`src/rtl/acc_alu_flags.sv`:
```
module acc_alu_flags #(
  parameter int W = 8
) (
  input  logic         clk,
  input  logic         rst,
  input  logic [W-1:0] a_val,
  input  logic [W-1:0] b_val,
  input  logic         sub_en,
  input  logic         sum_out_en,
  input  logic         flag_load,
  output logic [W-1:0] bus_data,
  output logic         bus_drive,
  output logic         carry_flag,
  output logic         zero_flag,
  output logic         neg_flag
);

  localparam int MSB = W - 1;

  logic [W:0]   cy;
  logic [W-1:0] b_eff;
  logic [W-1:0] sum;

  assign cy[0] = sub_en;

  for (genvar i = 0; i < W; i++) begin : g_bit
    assign b_eff[i]  = b_val[i] ^ sub_en;
    assign sum[i]    = a_val[i] ^ b_eff[i] ^ cy[i];
    assign cy[i+1]   = (a_val[i] & b_eff[i]) | (cy[i] & (a_val[i] ^ b_eff[i]));
  end

  assign bus_drive = sum_out_en;
  assign bus_data  = sum_out_en ? sum : '0;

  always_ff @(posedge clk) begin
    if (rst) begin
      carry_flag <= 1'b0;
      zero_flag  <= 1'b0;
      neg_flag   <= 1'b0;
    end else if (flag_load) begin
      carry_flag <= cy[W];
      zero_flag  <= ~|sum;
      neg_flag   <= sum[MSB];
    end
  end

endmodule

```
`config.mk`:
```
export PLATFORM = sky130hd
export DESIGN_NAME = acc_alu_flags
export DESIGN_NICKNAME = d
export VERILOG_FILES = /design/src/rtl/acc_alu_flags.sv
export SDC_FILE = /design/constraint.sdc
export NUM_CORES = 1
export LEC_CHECK = 0
export BUFFER_PORTS_ARGS = -buffer_cell sky130_fd_sc_hd__buf_2
export CAP_MARGIN = 20
export CORE_AREA = 2 2 39 41
export DETAILED_ROUTE_END_ITERATION = 6
export DIE_AREA = 0 0 41 43
export GPL_ROUTABILITY_DRIVEN = 0
export GPL_TIMING_DRIVEN = 0
export HOLD_SLACK_MARGIN = 0.03
export PLACE_DENSITY = 0.71
export SLEW_MARGIN = 10
export SYNTH_ARGS = -nofsm -noshare
export SYNTH_HDL_FRONTEND = slang
export SYNTH_SLANG_ARGS = --single-unit
```
`constraint.sdc`:
```
create_clock -name clk -period 10.85 [get_ports clk]
set_clock_uncertainty 0.05 [all_clocks]
set_input_delay 1.085 -clock clk [delete_from_list [all_inputs] [get_ports clk]]
set_output_delay 1.085 -clock clk [all_outputs]
set_load 0.02 [all_outputs]
```
* Word-level counts from Yosys, hierarchy flattened
Index checks and enable logic that the tools add are counted.
** Word-level totals
- Register bits :: 3
- Input bits :: 21
- Output and inout port bits :: 12
- Word-level logic and storage cells :: 54
** Cells by class
- Mux-type cells :: 1
- Bitwise logic cells :: 48
- Reduce and logical (&&, ||, !) cells :: 2
** Operators with widths (number)
- $xor A1 B1 Y1 :: 24
- $and A1 B1 Y1 :: 16
- $mux W8 :: 1
- $or A1 B1 Y1 :: 8
- $reduce_or A8 Y1 :: 1
- $logic_not A1 Y1 :: 1

* Logic depth before layout (Yosys ltp)
- Word-level depth :: 19
- Gate-level depth with buffers :: 13
- Mapped depth without buffers :: 12

* Least setup slack after synthesis
Ideal clock, no wire load.
- Kind :: input port to output port
- Start point :: input port sub_en
- End point :: output port bus_data[7]
- Arrival :: 4345 ps
- Required time :: 9715 ps
- Slack :: 5370 ps
- Stages :: 12
- Buffers on the path :: 1
- Cell sequence :: buf_2 mux2_2 fa_1 fa_1 fa_1 fa_1 inv_1 fa_1 inv_1 fa_1 fa_1 and2_2
** Between the ends
- Longest elaborated chain between the ends :: 18
- Elaborated cells on any way between the ends :: 39
- Those cells by class :: mux (1); bitwise (38)
** RTL lines
- from (decl) :: RTL line 8 : input logic sub_en,
- $xor A1 B1 Y1 :: RTL line 27 : assign b_eff[i] = b_val[i] ^ sub_en;
- $xor A1 B1 Y1 :: RTL line 29 : assign cy[i+1] = (a_val[i] & b_eff[i]) | (cy[i] & (a_val[i] ^ b_eff[i]));
- $and A1 B1 Y1 :: RTL line 29
- $or A1 B1 Y1 :: RTL line 29
- $and A1 B1 Y1 :: RTL line 29
- $or A1 B1 Y1 :: RTL line 29
- $and A1 B1 Y1 :: RTL line 29
- $or A1 B1 Y1 :: RTL line 29
- [3 not listed]
- $or A1 B1 Y1 :: RTL line 29
- $and A1 B1 Y1 :: RTL line 29
- $or A1 B1 Y1 :: RTL line 29
- $and A1 B1 Y1 :: RTL line 29
- $or A1 B1 Y1 :: RTL line 29
- $xor A1 B1 Y1 * :: RTL line 28 : assign sum[i] = a_val[i] ^ b_eff[i] ^ cy[i];
- named net sum[7] :: RTL line 22 : logic [W-1:0] sum;
- $mux W8 * :: RTL line 33 : assign bus_data = sum_out_en ? sum : '0;
- to (decl) :: RTL line 11 : output logic [W-1:0] bus_data,
Mark *: on every way through the listed nets, which the timed path passes. The rest lies on a longest branch.

* Worst setup path in the final report
Ends and elaborated chain as after synthesis.

==> flow_metrics.py <==
metrics = {
    "detailed_routing": {
        "drt_wl_total_um": 883,
        "wl_per_cell_um": 9.70,
        "vias": 392,
        "first_pass_iters": 1,
        "antenna_left": 0,
        "drt_iter0_drc": 0,
        "via_per_inst": 4.31,
        "remaining_drc_errors": 0,
    },
    "sta": {
        "final.setup.tns_ps": 0,
        "setup_viol": 0,
        "timing.slew.headroom_pct": 85.0,
        "rsz0062_at_grt": "false",
        "finalHoldViolCount": 0,
        "period_needed_ps": 5690,
        "slew_violations": 0,
        "worst_slack_ps": 5160,
        "whs_ps": 452,
        "max_freq_mhz": 176,
        "worst_pin_slew_ps": 222,
        "fin_crit_sh_pct": 52.4,
    },
    "synthesis": {
        "syn_avg_cell_area_um2": 10.8,
        "synth.distinct_cells": 17,
        "synth_area_um2": 432,
        "netlist_instances": 40,
        "synth_fp_nets": 68,
        "ys_ff_latch": 3,
        "yosysSeqAreaShare_pct": 13.9,
        "yosys_warnings": 0,
    },
    "floorplanning": {
        "num_rows": 14,
        "pin_count": 33,
        "coreArea_um2": 1380,
        "die_width_um": 41,
        "die-area_um2": 1760,
        "die-height_um": 43,
        "initial_utilization_pct": 31.2,
    },
    "job": {
        "maxCapViolCount": 0,
    },
    "clock_network": {
        "cts_root_buf": "clkbuf_4",
        "hold_buffers": 0,
        "cts_sinks": 3,
        "cts.repair.resized": 0,
        "clkTransAtPathRegs_ps": 40,
        "postCtsSetupBuffers": 0,
        "cts_tree": "done",
        "numCtsBuffers": 3,
        "clockBufferDepth": 2,
        "ctsHtreeMaxLevel": 1,
        "insertion_delay_ps": 230,
    },
    "grt": {
        "grt_usage_pct": 10.1,
        "grt_pass1_vias": 327,
        "grt_pass1_wl_um": 1180,
        "grt_max_degree": 10,
        "overflow": 0,
        "antenna_found_initial": 0,
    },
    "min_path": {
        "min-delay-start": "carry_flag",
        "hold_path_depth": 2,
        "hp-class": "reg -> reg",
        "min_to": "carry_flag",
    },
    "finish": {
        "post_route_cells_drive_above_1_share_pct": 54.7,
        "nets": 104,
        "fin_area_um2": 633,
        "final_cell_mix": "buf_2 (32), xor2_1 (7), fa_1 (7), and2_1 (6)",
        "final_common_cell": "buf_2",
        "area_growth_pct": 46.7,
        "antenna_cells": 0,
    },
    "placement": {
        "hpwlAfterDp_um": 807,
        "dpl_cell_area_um2": 607,
        "dp_slack_ps": 5120,
        "port-buffer-count": 31,
    },
    "worst_setup_path": {
        "start_kind": "input port",
        "critPathCaptureType": "output port",
        "path_max_fanout": 8,
        "worstPathArrival_ps": 4560,
        "path_class": "in -> out",
        "reg2reg_depth": 2,
        "timing.rr.end": "zero_flag",
        "startpoint": "sub_en",
        "r2r_start": "zero_flag",
        "rrSetupSlack_ps": 9890,
        "cp_data_required_time_ps": 9720,
    },
    "power": {
        "cellPowerDensity_nw_per_um2": 114,
        "leakagePower_nw": 0.335,
        "peakVddDrop_v": 0.0000439,
        "finalPower_w": 0.0000719,
    },
    "outcome": {
        "outcome": "complete, no violations",
    },
}
[cells by family (layout without fill, tap and decap cells)]
family                     Yosys count  in the layout  synth area share (%)
AOI/OAI and AO/OA                    1              1                  3.77
xor gates and xnor gates             8              8                  16.2
adders and majority gates            7              7                  32.5
buffers and inverters                5             40                  5.51
DFF                                  3              3                  13.9
muxes                                3              3                  7.25
and+or+nand+nor                     13             13                  20.9
[cell usage after synthesis]
| cell type | count | area share (%) |
|---|---|---|
| fa_1 | 7 | 32 |
| xor2_1 | 7 | 14 |
| and2_1 | 6 | 8.7 |
| dfxtp_1 | 3 | 14 |
| inv_1 | 3 | 2.6 |
| mux2i_1 | 2 | 4.6 |
| nor2_1 | 2 | 1.7 |
| and2_2 | 1 | 1.7 |
| buf_2 | 1 | 1.2 |
| buf_4 | 1 | 1.7 |
| mux2_2 | 1 | 2.6 |
| nand4bb_1 | 1 | 2.6 |
| nor2b_1 | 1 | 1.5 |
| o41ai_2 | 1 | 3.8 |
| or3b_2 | 1 | 2.0 |
| or4_4 | 1 | 2.6 |
| xnor2_1 | 1 | 2.0 |
[through the flow]
stage                     instances  util, %
after floorplan                  40        -
after global placement           87     43.9
after detailed placement         87     43.9
after CTS                        91     45.8
after global routing             91     45.8
final                            91     45.8
[state kept, by name, summed over array words and instances, names as in the netlist]
register    flops
neg_flag        1
zero_flag       1
carry_flag      1
[worst max-delay path by stage]
stage / endpoint / slack (ps) / depth (start not counted)
6_report: bus_data[7] / 5160 / 13
5_1_grt: bus_data[7] / 4990 / 13
4_1_cts: bus_data[7] / 5120 / 13
3_5_place_dp: bus_data[7] / 5120 / 13
3_3_place_gp: bus_data[7] / 5140 / 13
2_1_floorplan: bus_data[7] / 5370 / 12
[where the power goes]
group          switching (W)   total, W  internal (W)
combinational      0.0000221  0.0000403     0.0000182
sequential       0.000000431  0.0000125     0.0000120
clock             0.00000541  0.0000192     0.0000138
[area by class of cell]
class / count / area (um^2)
repair buffers: 31 / 155
flip-flops and latches: 3 / 60.1
multi-input cells: 32 / 348
clock buffers: 4 / 26.3
well taps: 16 / 20.0
plain buffers: 2 / 12.5
inverters: 3 / 11.3
fillers: 146 / 751
[worst max-delay path: stages]
cell,delay (ps)
buf_2,170
mux2_2,290
fa_1,380
fa_1,380
fa_1,380
fa_1,370
inv_1,70
fa_1,150
inv_1,50
fa_1,370
fa_1,550
and2_2,150
buf_2,150
[per-layer routing]
layer | up-vias | track usage [%] | routed length, um
met3 | 0 | 1.57 | 103
met1 | 173 | 10.7 | 345
li1 | 197 | - | -
met5 | - | 0 | 0
met4 | 0 | 8.00 | 0
met2 | 22 | 16.3 | 433
(Power assumes the default switching activity.)
